<file path="src/rtl/capt_regif_pkg.sv">
package capt_regif_pkg;

  localparam logic [7:0] OFS_CTRL = 8'h00;
  localparam logic [7:0] OFS_MODE = 8'h04;
  localparam logic [7:0] OFS_CFG  = 8'h08;
  localparam logic [7:0] OFS_RXD  = 8'h0C;
  localparam logic [7:0] OFS_IEN  = 8'h14;
  localparam logic [7:0] OFS_IDIS = 8'h18;
  localparam logic [7:0] OFS_IMSK = 8'h1C;
  localparam logic [7:0] OFS_ISTS = 8'h20;
  localparam logic [7:0] OFS_VER  = 8'h50;

  localparam int IRQ_W   = 6;
  localparam int IRQ_RDY = 0;
  localparam int IRQ_EMP = 1;
  localparam int IRQ_FUL = 2;
  localparam int IRQ_CHK = 3;
  localparam int IRQ_UDR = 4;
  localparam int IRQ_OVR = 5;

  localparam logic [31:0] MODE_WMASK = 32'hFFF3_000F;
  localparam logic [31:0] CFG_WMASK  = 32'h0055_0055;

  typedef enum logic [3:0] {
    SEL_NONE,
    SEL_CTRL,
    SEL_MODE,
    SEL_CFG,
    SEL_RXD,
    SEL_IEN,
    SEL_IDIS,
    SEL_IMSK,
    SEL_ISTS,
    SEL_VER
  } reg_sel_e;

endpackage

</file>
<file path="src/rtl/capt_addr_dec.sv">
module capt_addr_dec
  import capt_regif_pkg::*;
#(
  parameter int ADDR_W = 8
) (
  input  logic [ADDR_W-1:0] addr,
  output reg_sel_e          sel
);
  localparam int HI_W = (ADDR_W > 8) ? ADDR_W - 8 : 1;

  logic upper_zero;
  logic [7:0] low;

  generate
    if (ADDR_W > 8) begin : g_wide
      assign upper_zero = (addr[ADDR_W-1:8] == HI_W'(0));
      assign low = addr[7:0];
    end else begin : g_narrow
      assign upper_zero = 1'b1;
      assign low = 8'(addr);
    end
  endgenerate

  always_comb begin
    sel = SEL_NONE;
    if (upper_zero && low[1:0] == 2'b00) begin
      case (low)
        OFS_CTRL: sel = SEL_CTRL;
        OFS_MODE: sel = SEL_MODE;
        OFS_CFG:  sel = SEL_CFG;
        OFS_RXD:  sel = SEL_RXD;
        OFS_IEN:  sel = SEL_IEN;
        OFS_IDIS: sel = SEL_IDIS;
        OFS_IMSK: sel = SEL_IMSK;
        OFS_ISTS: sel = SEL_ISTS;
        OFS_VER:  sel = SEL_VER;
        default:  sel = SEL_NONE;
      endcase
    end
  end
endmodule

</file>
<file path="src/rtl/capt_rx_fifo.sv">
module capt_rx_fifo #(
  parameter int DATA_W = 32,
  parameter int DEPTH  = 4
) (
  input  logic                          clk,
  input  logic                          rst_n,
  input  logic                          flush,
  input  logic                          in_valid,
  output logic                          in_ready,
  input  logic [DATA_W-1:0]             in_data,
  input  logic                          pop,
  output logic [DATA_W-1:0]             out_data,
  output logic [$clog2(DEPTH+1)-1:0]    count,
  output logic                          empty,
  output logic                          full,
  output logic                          ovr_evt,
  output logic                          udr_evt
);
  localparam int PTR_W = (DEPTH > 1) ? $clog2(DEPTH) : 1;
  localparam int CNT_W = $clog2(DEPTH + 1);

  logic [DATA_W-1:0] mem [DEPTH];
  logic [PTR_W-1:0]  wp, rp;
  logic [CNT_W-1:0]  cnt;
  logic              push, take;

  assign full     = (cnt == CNT_W'(DEPTH));
  assign empty    = (cnt == '0);
  assign in_ready = !full;
  assign push     = in_valid && !full;
  assign take     = pop && !empty;
  assign ovr_evt  = in_valid && full;
  assign udr_evt  = pop && empty;
  assign out_data = mem[rp];
  assign count    = cnt;

  always_ff @(posedge clk) begin
    if (push) mem[wp] <= in_data;
  end

  always_ff @(posedge clk or negedge rst_n) begin
    if (!rst_n) begin
      wp  <= '0;
      rp  <= '0;
      cnt <= '0;
    end else if (flush) begin
      wp  <= '0;
      rp  <= '0;
      cnt <= '0;
    end else begin
      if (push) wp <= (wp == PTR_W'(DEPTH - 1)) ? '0 : wp + 1'b1;
      if (take) rp <= (rp == PTR_W'(DEPTH - 1)) ? '0 : rp + 1'b1;
      case ({push, take})
        2'b10:   cnt <= cnt + 1'b1;
        2'b01:   cnt <= cnt - 1'b1;
        default: cnt <= cnt;
      endcase
    end
  end
endmodule

</file>
<file path="src/rtl/capt_irq_ctrl.sv">
module capt_irq_ctrl
  import capt_regif_pkg::*;
(
  input  logic             clk,
  input  logic             rst_n,
  input  logic             flush,
  input  logic             set_we,
  input  logic             clr_we,
  input  logic [IRQ_W-1:0] wbits,
  input  logic [3:0]       lvl,
  input  logic             udr_evt,
  input  logic             ovr_evt,
  input  logic             sts_rd,
  output logic [IRQ_W-1:0] status,
  output logic [IRQ_W-1:0] mask,
  output logic             irq
);
  logic [IRQ_W-1:0] mask_q;
  logic             udr_q, ovr_q;

  always_ff @(posedge clk or negedge rst_n) begin
    if (!rst_n) begin
      mask_q <= '0;
      udr_q  <= 1'b0;
      ovr_q  <= 1'b0;
    end else if (flush) begin
      mask_q <= '0;
      udr_q  <= 1'b0;
      ovr_q  <= 1'b0;
    end else begin
      if (set_we) mask_q <= mask_q | wbits;
      else if (clr_we) mask_q <= mask_q & ~wbits;
      udr_q <= (udr_q && !sts_rd) || udr_evt;
      ovr_q <= (ovr_q && !sts_rd) || ovr_evt;
    end
  end

  always_comb begin
    status          = '0;
    status[3:0]     = lvl;
    status[IRQ_UDR] = udr_q;
    status[IRQ_OVR] = ovr_q;
  end

  assign mask = mask_q;
  assign irq  = |(status & mask_q);
endmodule

</file>
<file path="src/rtl/capt_regif.sv">
module capt_regif
  import capt_regif_pkg::*;
#(
  parameter int          ADDR_W  = 8,
  parameter int          DATA_W  = 32,
  parameter int          DEPTH   = 4,
  parameter logic [11:0] VERSION = 12'h1C3
) (
  input  logic              clk,
  input  logic              rst_n,
  input  logic              bus_valid,
  input  logic              bus_write,
  input  logic [ADDR_W-1:0] bus_addr,
  input  logic [31:0]       bus_wdata,
  output logic [31:0]       bus_rdata,
  output logic              bus_rvalid,
  input  logic              smp_valid,
  output logic              smp_ready,
  input  logic [DATA_W-1:0] smp_data,
  output logic [31:0]       mode_o,
  output logic [31:0]       cfg_o,
  output logic              swrst_o,
  output logic              irq_o
);
  localparam int CNT_W = $clog2(DEPTH + 1);
  localparam int CMP_W = (CNT_W > 4) ? CNT_W : 4;

  reg_sel_e          sel;
  logic              wr, rd, flush;
  logic [31:0]       mode_q, cfg_q, rdata_d;
  logic [DATA_W-1:0] head;
  logic [CNT_W-1:0]  cnt;
  logic              empty, full, ovr_evt, udr_evt;
  logic [3:0]        thr;
  logic              chunk_ok;
  logic [IRQ_W-1:0]  status, imr_w;

  capt_addr_dec #(.ADDR_W(ADDR_W)) u_dec (
    .addr (bus_addr),
    .sel  (sel)
  );

  assign wr    = bus_valid && bus_write;
  assign rd    = bus_valid && !bus_write;
  assign flush = wr && (sel == SEL_CTRL) && bus_wdata[0];

  capt_rx_fifo #(.DATA_W(DATA_W), .DEPTH(DEPTH)) u_fifo (
    .clk      (clk),
    .rst_n    (rst_n),
    .flush    (flush),
    .in_valid (smp_valid),
    .in_ready (smp_ready),
    .in_data  (smp_data),
    .pop      (rd && (sel == SEL_RXD)),
    .out_data (head),
    .count    (cnt),
    .empty    (empty),
    .full     (full),
    .ovr_evt  (ovr_evt),
    .udr_evt  (udr_evt)
  );

  assign thr      = (mode_q[31:28] == 4'd0) ? 4'd1 : mode_q[31:28];
  assign chunk_ok = (CMP_W'(cnt) >= CMP_W'(thr));

  capt_irq_ctrl u_irq (
    .clk     (clk),
    .rst_n   (rst_n),
    .flush   (flush),
    .set_we  (wr && (sel == SEL_IEN)),
    .clr_we  (wr && (sel == SEL_IDIS)),
    .wbits   (bus_wdata[IRQ_W-1:0]),
    .lvl     ({chunk_ok, full, empty, !empty}),
    .udr_evt (udr_evt),
    .ovr_evt (ovr_evt),
    .sts_rd  (rd && (sel == SEL_ISTS)),
    .status  (status),
    .mask    (imr_w),
    .irq     (irq_o)
  );

  always_ff @(posedge clk or negedge rst_n) begin
    if (!rst_n) begin
      mode_q <= '0;
      cfg_q  <= '0;
    end else if (flush) begin
      mode_q <= '0;
      cfg_q  <= '0;
    end else if (wr) begin
      if (sel == SEL_MODE) mode_q <= bus_wdata & MODE_WMASK;
      if (sel == SEL_CFG)  cfg_q  <= bus_wdata & CFG_WMASK;
    end
  end

  always_comb begin
    rdata_d = '0;
    case (sel)
      SEL_MODE: rdata_d = mode_q;
      SEL_CFG:  rdata_d = cfg_q;
      SEL_RXD:  rdata_d = empty ? 32'd0 : 32'(head);
      SEL_IMSK: rdata_d = 32'(imr_w);
      SEL_ISTS: rdata_d = 32'(status);
      SEL_VER:  rdata_d = {20'd0, VERSION};
      default:  rdata_d = '0;
    endcase
  end

  always_ff @(posedge clk or negedge rst_n) begin
    if (!rst_n) begin
      bus_rdata  <= '0;
      bus_rvalid <= 1'b0;
      swrst_o    <= 1'b0;
    end else begin
      bus_rvalid <= rd;
      if (rd) bus_rdata <= rdata_d;
      swrst_o <= flush;
    end
  end

  assign mode_o = mode_q;
  assign cfg_o  = cfg_q;
endmodule

</file>
<file path="config.mk">
export PLATFORM = sky130hd
export DESIGN_NAME = capt_regif
export DESIGN_NICKNAME = d
export VERILOG_FILES = /design/src/rtl/capt_regif_pkg.sv /design/src/rtl/capt_addr_dec.sv /design/src/rtl/capt_rx_fifo.sv /design/src/rtl/capt_irq_ctrl.sv /design/src/rtl/capt_regif.sv
export SDC_FILE = /design/constraint.sdc
export NUM_CORES = 1
export LEC_CHECK = 0
export BUFFER_PORTS_ARGS = -buffer_cell sky130_fd_sc_hd__clkbuf_2
export CAP_MARGIN = 20
export CORE_ASPECT_RATIO = 1.25
export CORE_MARGIN = 2
export CORE_UTILIZATION = 55
export DETAILED_ROUTE_END_ITERATION = 7
export MAX_ROUTING_LAYER = met4
export PLACE_DENSITY_LB_ADDON = 0.1
export REMOVE_ABC_BUFFERS = 1
export SYNTH_ARGS = -nofsm -noshare
export SYNTH_HDL_FRONTEND = slang
export SYNTH_HIERARCHICAL = 1
export SYNTH_SLANG_ARGS = --single-unit
</file>
<file path="constraint.sdc">
create_clock -name clk -period 2.94 [get_ports clk]
set_input_delay 0.147 -clock clk [delete_from_list [all_inputs] [get_ports clk]]
set_output_delay 0.147 -clock clk [all_outputs]
set_load 0.005 [all_outputs]
</file>
==> impl_metrics.yaml, run 1 <==
grt:
  grt_first_pass_wirelength_mm: 34.3
  grt_pass1_vias: 6360
  grt_max_degree: 76
  track_usage_pct: 26.2
  antenna_found_initial: 0
  globalRoute.totalOverflow: 0
clocking:
  post-cts-setup-buffers: 0
  cts_made_buffers: 20
  cts_hold_buf: 55
  htreeDepth: 1
  cts.repair.resized: 0
  clockBufferDepth: 3
  clk_pin_slew_ns: 0.06
  cts_tree: "yes"
  cts.sinks: 203
  cts_root_buf: "clkbuf_16"
  clock_latency_ns: 0.49
detailed_routing:
  dr.pass1.iters: 5
  routed_wl_mm: 22.1
  via_per_inst: 5.68
  num_vias: 6154
  ant_nets: 0
  drc_errors: 0
  wl_per_cell_um: 20.4
  drtIter0Drc: 516
floorplanning:
  core_sq_um: 16200
  die_h_um: 148
  fp.dieArea_sq_um: 17500
  pin_count: 177
  num_rows: 52
  die_width_um: 119
  start_util_pct: 56.0
timing:
  fin_ws_ns: 0.230
  rsz0062_at_grt: "false"
  fin_skew_ns: 0.00876
  timing.fmax_mhz: 369
  drv_slew: 0
  finalSetupViolCount: 0
  slew_headroom_pct: 27.7
  finalCritPeriodShare_pct: 92.2
  hold_violations: 0
  min_period_ns: 2.71
  worst_pin_slew_ns: 1.08
power:
  combinationalPowerShare_pct: 18.0
  pwr-share-clk_pct: 32.2
  switchingPower_mw: 1.94
  ir_drop_mv: 0.474
  p_leak_nw: 4.42
  p_per_area_nw_per_um2: 666
  p_int_mw: 5.38
  p_seq_share_pct: 49.8
  swShare_pct: 26.5
placed_design:
  port_buffers: 128
  pre_cts_slack_ns: 0.339
  hpwlAfterDp_mm: 13.9
  gp_congestion: 0.844
  postPlaceCellArea_sq_um: 9810
logic_synthesis:
  synth_top_cell_area_share_pct: 42.4
  synth_top_area_cell: "edfxtp_1"
  synthTopCellsByArea: "edfxtp_1 42%, dfrtp_1 21%, mux4_2 7.9%"
  synth_common_cells: "128 x edfxtp_1, 75 x dfrtp_1, 71 x nand2_1"
  synthArstFlopShare_pct: 36.9
  avgSynthCellArea_sq_um: 13.6
  ys_types: 64
  yosys_warnings: 6
  synth_area_sq_um: 9070
  synth-seq-cells: 203
  synth.most_common_cell: "edfxtp_1"
  syn_inst: 669
  synth_edf_count: 128
  synth_ff_type: "edfxtp_1"
  seq_area_frac_synth_pct: 63.1
setup_path:
  worst_ep_required_time_ns: 2.79
  arrival_ns: 2.56
  cp-end-kind: "output port"
  cp_max_fo: 6
  r2r_end: "bus_rdata[3]"
  critPathLaunchType: "register"
  reg2reg_slack_ns: 0.66
  r2r_cells: 10
  worstSetupPathType: "register to output port"
  r2r-start: "mode_o[31]"
finish:
  fin_area_sq_um: 11000
  antenna_cells: 0
  drive_gt1_share_pct: 28.1
  fill_cells: 1148
  final_nets: 938
  syn2layout_area_growth_pct: 21.1
run_status:
  outcome: "complete, no violations"
min_path:
  hp-class: "primary input to asynchronous set/reset pin"
job:
  max-cap-violations: 0
## worst max-delay path, stage by stage, from the launching register on
cell and delay [ns]:
dfrtp_1 0.47, nor3_1 0.06, or2_2 0.27, ha_1 0.26, nand2b_1 0.14, a21o_1 0.18
a21oi_1 0.14, nor2_1 0.10, a22oi_1 0.17, nand3_1 0.14, clkbuf_2 0.14
## layer usage
metal,GRT usage [%],up-vias,part of all wire [%]
li1,-,2753,-
met1,33.7,3123,40
met2,43.4,249,51
met3,4.05,29,6.8
met4,8.04,0,2.0
met5,-,-,0
## state kept, by name, indices dropped and copies added (netlist names)
| name | count |
|---|---|
| u_irq/udr_q | 1 |
| swrst_o | 1 |
| u_irq/mask | 6 |
| cfg_o | 8 |
| bus_rvalid | 1 |
| u_irq/ovr_q | 1 |
| u_fifo/count | 3 |
| u_fifo/rp | 2 |
| u_fifo/mem | 128 |
| bus_rdata | 32 |
| u_fifo/wp | 2 |
| mode_o | 18 |
## logic make-up after synthesis
logic type | after synthesis | synth area share (%)
fa+ha+maj | 8 | 1.19
mux | 37 | 8.54
xor+xnor | 6 | 0.579
compound gates | 134 | 9.90
flops | 203 | 63.1
other cells | 1 | 0.0413
simple gates | 186 | 10.1
buf+inv | 94 | 6.62
## metrics by stage
step / instances / TNS [ns] / hold WS, ns / util, % / power (mW)
after floorplan: 625 / -1.40 / -0.149 / - / 4.40
after global routing: 1083 / 0 / 0.141 / 67.8 / 7.65
after CTS: 1082 / 0 / 0.137 / 67.6 / 7.35
final: 1083 / 0 / 0.0996 / 67.8 / 7.32
after global placement: 991 / 0 / 0.359 / 60.5 / 4.89
after detailed placement: 991 / 0 / 0.367 / 60.5 / 4.95
## layout make-up
class	count	area, sq um	area share, %
repair buffers	206	1440	13.1
clock buffers	33	581	5.29
flip-flops and latches	203	5720	52.1
multi-input cells	409	2910	26.5
well taps	216	270	2.46
clock inverters	3	15.0	0.137
inverters	13	48.8	0.444
## placed cells by master, fill, tap and decap left out, drive strengths merged, types with 2 or more instances in the layout
master	Yosys	final
a22oi	17	17
and2	4	4
conb	1	38
nor2b	7	7
mux2i	2	2
a2bb2oi	2	2
a22o	10	10
nor3	12	12
mux2	3	3
a211oi	2	2
or2	2	2
mux4	32	32
nand3	14	14
inv	13	13
dlygate4sd3	0	55
nor2	43	43
edfxtp	128	128
a21bo	6	6
dfrtp	75	75
and3	8	8
or3b	2	2
a41oi	2	2
nand2	73	73
ha	7	7
a21oi	38	38
clkbuf	10	160
a221oi	4	4
o21ai	44	44
nand2b	13	13
clkinv	0	3
xor2	3	3
buf	71	24
xnor2	3	3
a21o	3	3
## worst max-delay path by stage
stage                start              end  slack (ns)
2_1_floorplan  bus_addr[1]  u_fifo/count[1]       -0.64
3_3_place_gp   bus_addr[1]  u_fifo/count[1]        0.44
3_5_place_dp   bus_addr[1]  u_fifo/count[1]        0.34
4_1_cts         mode_o[31]            irq_o        0.23
5_1_grt         mode_o[31]            irq_o        0.08
6_report        mode_o[31]            irq_o        0.23
## power by group through the flow
stage	clock (mW)	combinational, mW	sequential [mW]
global route	2.52	1.45	3.68
detailed placement	0	1.25	3.70
CTS	2.39	1.32	3.64
global placement	0	1.22	3.67
finish	2.36	1.31	3.65
floorplan	0	0.719	3.68
Power figures use the tool's default switching activity.
==> run 2: changes to the inputs <==
--- a/config.mk
+++ b/config.mk
@@ -13,7 +13,6 @@
 export DETAILED_ROUTE_END_ITERATION = 7
 export MAX_ROUTING_LAYER = met4
 export PLACE_DENSITY_LB_ADDON = 0.1
-export REMOVE_ABC_BUFFERS = 1
 export SYNTH_ARGS = -nofsm -noshare
 export SYNTH_HDL_FRONTEND = slang
 export SYNTH_HIERARCHICAL = 1
==> impl_metrics.yaml, run 2 (synthesis results as in run 1) <==
run_status:
  outcome: "complete, no violations"
finish:
  final_common_cell: "edfxtp_1"
  final_cell_mix: "128 x edfxtp_1, 127 x clkbuf_2, 74 x dfrtp_1"
  syn2layout_area_growth_pct: 21.0
  drive_gt1_share_pct: 28.5
  top_register: "u_fifo/mem"
  antenna_cells: 0
  final_nets: 937
  largest_reg_flops: 128
clocking:
  cts.repair.resized: 0
  cts_root_buf: "clkbuf_16"
  clock_latency_ns: 0.48
  cts.sinks: 203
  htreeDepth: 1
  post-cts-setup-buffers: 0
  clk_pin_slew_ns: 0.06
  clockBufferDepth: 3
  cts_made_buffers: 20
  cts_tree: "yes"
detailed_routing:
  routed_wl_mm: 21.6
  num_vias: 6060
  dr.pass1.iters: 5
  via_per_inst: 5.60
  drc_errors: 0
  drtIter0Drc: 382
  ant_nets: 0
  wl_per_cell_um: 20.0
placed_design:
  pre_cts_slack_ns: 0.255
  port_buffers: 128
  gp_congestion: 0.911
  hpwlAfterDp_mm: 13.7
setup_path:
  critical_path.slowest_cell: "dfrtp_1"
  cp_max_fo: 5
  slowest_delay_ns: 0.49
  worstSetupPathType: "register to output port"
  reg2reg_slack_ns: 0.70
  cp-end-kind: "output port"
  cp_cell_sequence: "nor3_1 -> or2_2 -> ha_1 -> nand2b_1 -> a21o_1 -> a21oi_1 -> nor2_1 -> a22oi_1 -> nand3_1 -> clkbuf_2"
  critPathLaunchType: "register"
  worst_ep_required_time_ns: 2.79
  arrival_ns: 2.56
power:
  ir_drop_mv: 0.468
  p_per_area_nw_per_um2: 670
  p_leak_nw: 4.43
grt:
  track_usage_pct: 25.5
  grt_pass1_vias: 6220
  grt_first_pass_wirelength_mm: 33.6
  antenna_found_initial: 0
  grt_max_degree: 76
  globalRoute.totalOverflow: 0
floorplanning:
  core_sq_um: 16200
  start_util_pct: 56.0
  die_h_um: 148
  die_width_um: 119
  num_rows: 52
  fp.dieArea_sq_um: 17500
  pin_count: 177
timing:
  finalCritPeriodShare_pct: 92.1
  min_period_ns: 2.71
  final.setup.tns_ns: 0
  finalSetupViolCount: 0
  worst_pin_slew_ns: 0.923
  rsz0062_at_grt: "false"
  hold_violations: 0
  fin_ws_ns: 0.233
  timing.fmax_mhz: 369
  slew_headroom_pct: 38.2
  fin_skew_ns: 0.00665
  drv_slew: 0
min_path:
  hp-class: "primary input to asynchronous set/reset pin"
job:
  max-cap-violations: 0
==> run 2: critical path: cells and delay by family, from the launching register on <==
family	cells	cell delay (ns)
and+or+nand+nor	5	0.73
DFF	1	0.49
AOI/OAI and AO/OA	3	0.47
adders and majority gates	1	0.27
buffers and inverters	1	0.13
==> run 2: stage by stage <==
stage | area (sq um) | util, % | instances | hold WS [ns] | power, mW
4_1_cts | 11000 | 67.6 | 1081 | 0.134 | 7.41
3_3_place_gp | 9780 | 60.4 | 990 | 0.361 | 4.86
2_1_floorplan | 9210 | - | 706 | -0.149 | 4.57
5_1_grt | 11000 | 67.8 | 1082 | 0.0273 | 7.67
6_report | 11000 | 67.8 | 1082 | 0.0250 | 7.36
3_5_place_dp | 9780 | 60.4 | 990 | 0.367 | 4.92
==> run 2: per-layer routing <==
layer / up-vias / GRT usage [%] / share of wire, %
li1: 2751 / - / -
met1: 3030 / 32.4 / 41
met2: 233 / 42.0 / 50
met3: 46 / 4.86 / 6.5
met4: 0 / 7.80 / 2.4
met5: - / - / 0
==> run 2: power breakdown <==
| part | internal [mW] | switching, mW |
|---|---|---|
| Clock | 1.40 | 1.04 |
| Combinational | 0.577 | 0.679 |
| Sequential | 3.44 | 0.227 |
==> run 2: final cells by class <==
cell class / instances / area, sq um
fill: 1196 / 5220
clock buffer: 27 / 548
multi-input combinational: 409 / 2920
clock inverter: 9 / 72.6
tap: 216 / 270
timing repair buffer: 205 / 1400
inverter: 13 / 48.8
sequential: 203 / 5720
==> run 2: path summary, 6_finish.rpt <==
path                                   end          start  cells past startpoint
setup / recovery                     irq_o     mode_o[30]                     10
hold / removal             u_fifo/count[1]          rst_n                      2
setup reg to reg              bus_rdata[3]     mode_o[30]                     10
hold reg to reg              bus_rdata[12]  bus_rdata[12]                      2
max in group asynchronous       mode_o[24]          rst_n                      3
min in group clk              u_fifo/wp[1]      smp_valid                      3
==> run 2: repair_timing <==
| action | CTS | global route |
|---|---|---|
| hold buffers | 55 | 0 |
| setup endpoints to repair | 0 | 0 |
| endpoints found under the hold margin | 235 | 0 |
==> run 3: changes to the inputs <==
--- a/config.mk
+++ b/config.mk
@@ -12,7 +12,7 @@
 export CORE_UTILIZATION = 55
 export DETAILED_ROUTE_END_ITERATION = 7
 export MAX_ROUTING_LAYER = met4
-export PLACE_DENSITY_LB_ADDON = 0.1
+export PLACE_DENSITY = 0.8
 export SYNTH_ARGS = -nofsm -noshare
 export SYNTH_HDL_FRONTEND = slang
 export SYNTH_HIERARCHICAL = 1
==> impl_metrics.yaml, run 3 (synthesis results as in run 1) <==
detailed_routing:
  via_per_inst: 5.84
  dr.pass1.iters: 5
  drtIter0Drc: 613
  ant_nets: 0
  drc_errors: 0
  wl_per_cell_um: 20.6
  num_vias: 6327
  routed_wl_mm: 22.4
clocking:
  clockBufferDepth: 3
  clock_latency_ns: 0.50
  cts.repair.resized: 0
  clk_pin_slew_ns: 0.07
  cts_tree: "yes"
  post-cts-setup-buffers: 0
  cts_hold_buf: 55
  cts.sinks: 203
  cts_made_buffers: 20
  htreeDepth: 1
  cts_root_buf: "clkbuf_16"
grt:
  grt_first_pass_wirelength_mm: 34.6
  grt_max_degree: 76
  grt_pass1_vias: 6420
  track_usage_pct: 26.4
  antenna_found_initial: 1
  globalRoute.totalOverflow: 0
timing:
  timing.fmax_mhz: 367
  fin_skew_ns: 0.0216
  min_period_ns: 2.73
  finalCritPeriodShare_pct: 92.8
  slew_headroom_pct: 33.4
  whs_ns: 0.0228
  final.setup.tns_ns: 0
  rsz0062_at_grt: "false"
  worst_pin_slew_ns: 0.994
  drv_slew: 0
  fin_ws_ns: 0.212
  finalSetupViolCount: 0
  hold_violations: 0
finish:
  fin_area_sq_um: 11100
  final_common_cell: "edfxtp_1"
  syn2layout_area_growth_pct: 21.8
  largest_reg_flops: 128
  top_register: "u_fifo/mem"
  drive_gt1_share_pct: 28.5
  final_nets: 937
  final_cell_mix: "128 x edfxtp_1, 127 x clkbuf_2, 74 x dfrtp_1"
setup_path:
  cp_cell_sequence: "nor3_1 -> or2_2 -> ha_1 -> nand2b_1 -> a21o_1 -> a21oi_1 -> nor2_1 -> a22oi_1 -> nand3_1 -> clkbuf_2"
  cp_max_fo: 5
  cp-end-kind: "output port"
  arrival_ns: 2.58
  worst-path-buf-inv: 1
  r2r-start: "mode_o[30]"
  worstSetupPathType: "register to output port"
  slowest_delay_ns: 0.48
  critPathLaunchType: "register"
  critPathLaunch: "mode_o[30]"
  worst_ep_required_time_ns: 2.79
  critical_path.top_delay_family: "simple AND/OR/NAND/NOR gates"
  critical_path.slowest_cell: "dfrtp_1"
floorplanning:
  die_width_um: 119
  num_rows: 52
  die_h_um: 148
  pin_count: 177
  fp.dieArea_sq_um: 17500
  start_util_pct: 56.0
  core_sq_um: 16200
power:
  p_total_mw: 7.57
  ir_drop_mv: 0.581
  p_per_area_nw_per_um2: 685
  p_leak_nw: 4.46
min_path:
  hp-class: "primary input to asynchronous set/reset pin"
placed_design:
  pre_cts_slack_ns: 0.222
  gp_congestion: 0.947
  postPlaceCellArea_sq_um: 9800
  hpwlAfterDp_mm: 14.6
  port_buffers: 128
job:
  max-cap-violations: 0
run_status:
  outcome: "complete, no violations"
-- run 3: cell type report --
type	instances	area, sq um
inverters	13	48.8
clock buffers	26	574
flip-flops and latches	203	5720
well taps	216	270
clock inverters	10	93.8
fillers	1105	5150
repair buffers	205	1430
diodes	1	2.50
multi-input cells	409	2910
-- run 3: worst register-to-register path, cell delays in order, from the launching register on --
cell,delay (ns)
dfrtp_1,0.48
nor3_1,0.10
or2_2,0.28
ha_1,0.27
nand2b_1,0.14
a21o_1,0.17
a21oi_1,0.18
nor2_1,0.08
and2_1,0.14
a221oi_1,0.25
o21ai_1,0.11
-- run 3: final timing paths --
kind / to / slack, ns / depth (start not counted)
max in group asynchronous: bus_rdata[9] / 2.34 / 3
max: irq_o / 0.21 / 10
max reg2reg: bus_rdata[3] / 0.59 / 10
min: u_fifo/wp[1] / 0.02 / 2
min in group clk: u_irq/mask[2] / 0.18 / 5
min reg2reg: bus_rdata[12] / 0.47 / 2
-- run 3: report_power, final --
group / switching, mW / internal, mW
registers: 0.227 / 3.44
clock network: 1.04 / 1.55
logic: 0.724 / 0.599
-- run 3: metal layers --
layer | GRT usage [%] | up-vias | wire length (um)
met5 | - | - | 0
met1 | 32.3 | 3119 | 8250
met3 | 4.40 | 74 | 1870
li1 | - | 2752 | -
met4 | 11.3 | 0 | 814
met2 | 43.8 | 382 | 11400
-- run 3: metrics by stage --
step	util [%]	std cells
2_1_floorplan	-	706
3_3_place_gp	60.5	990
3_5_place_dp	60.5	990
4_1_cts	68.0	1081
5_1_grt	68.2	1083
6_report	68.2	1083
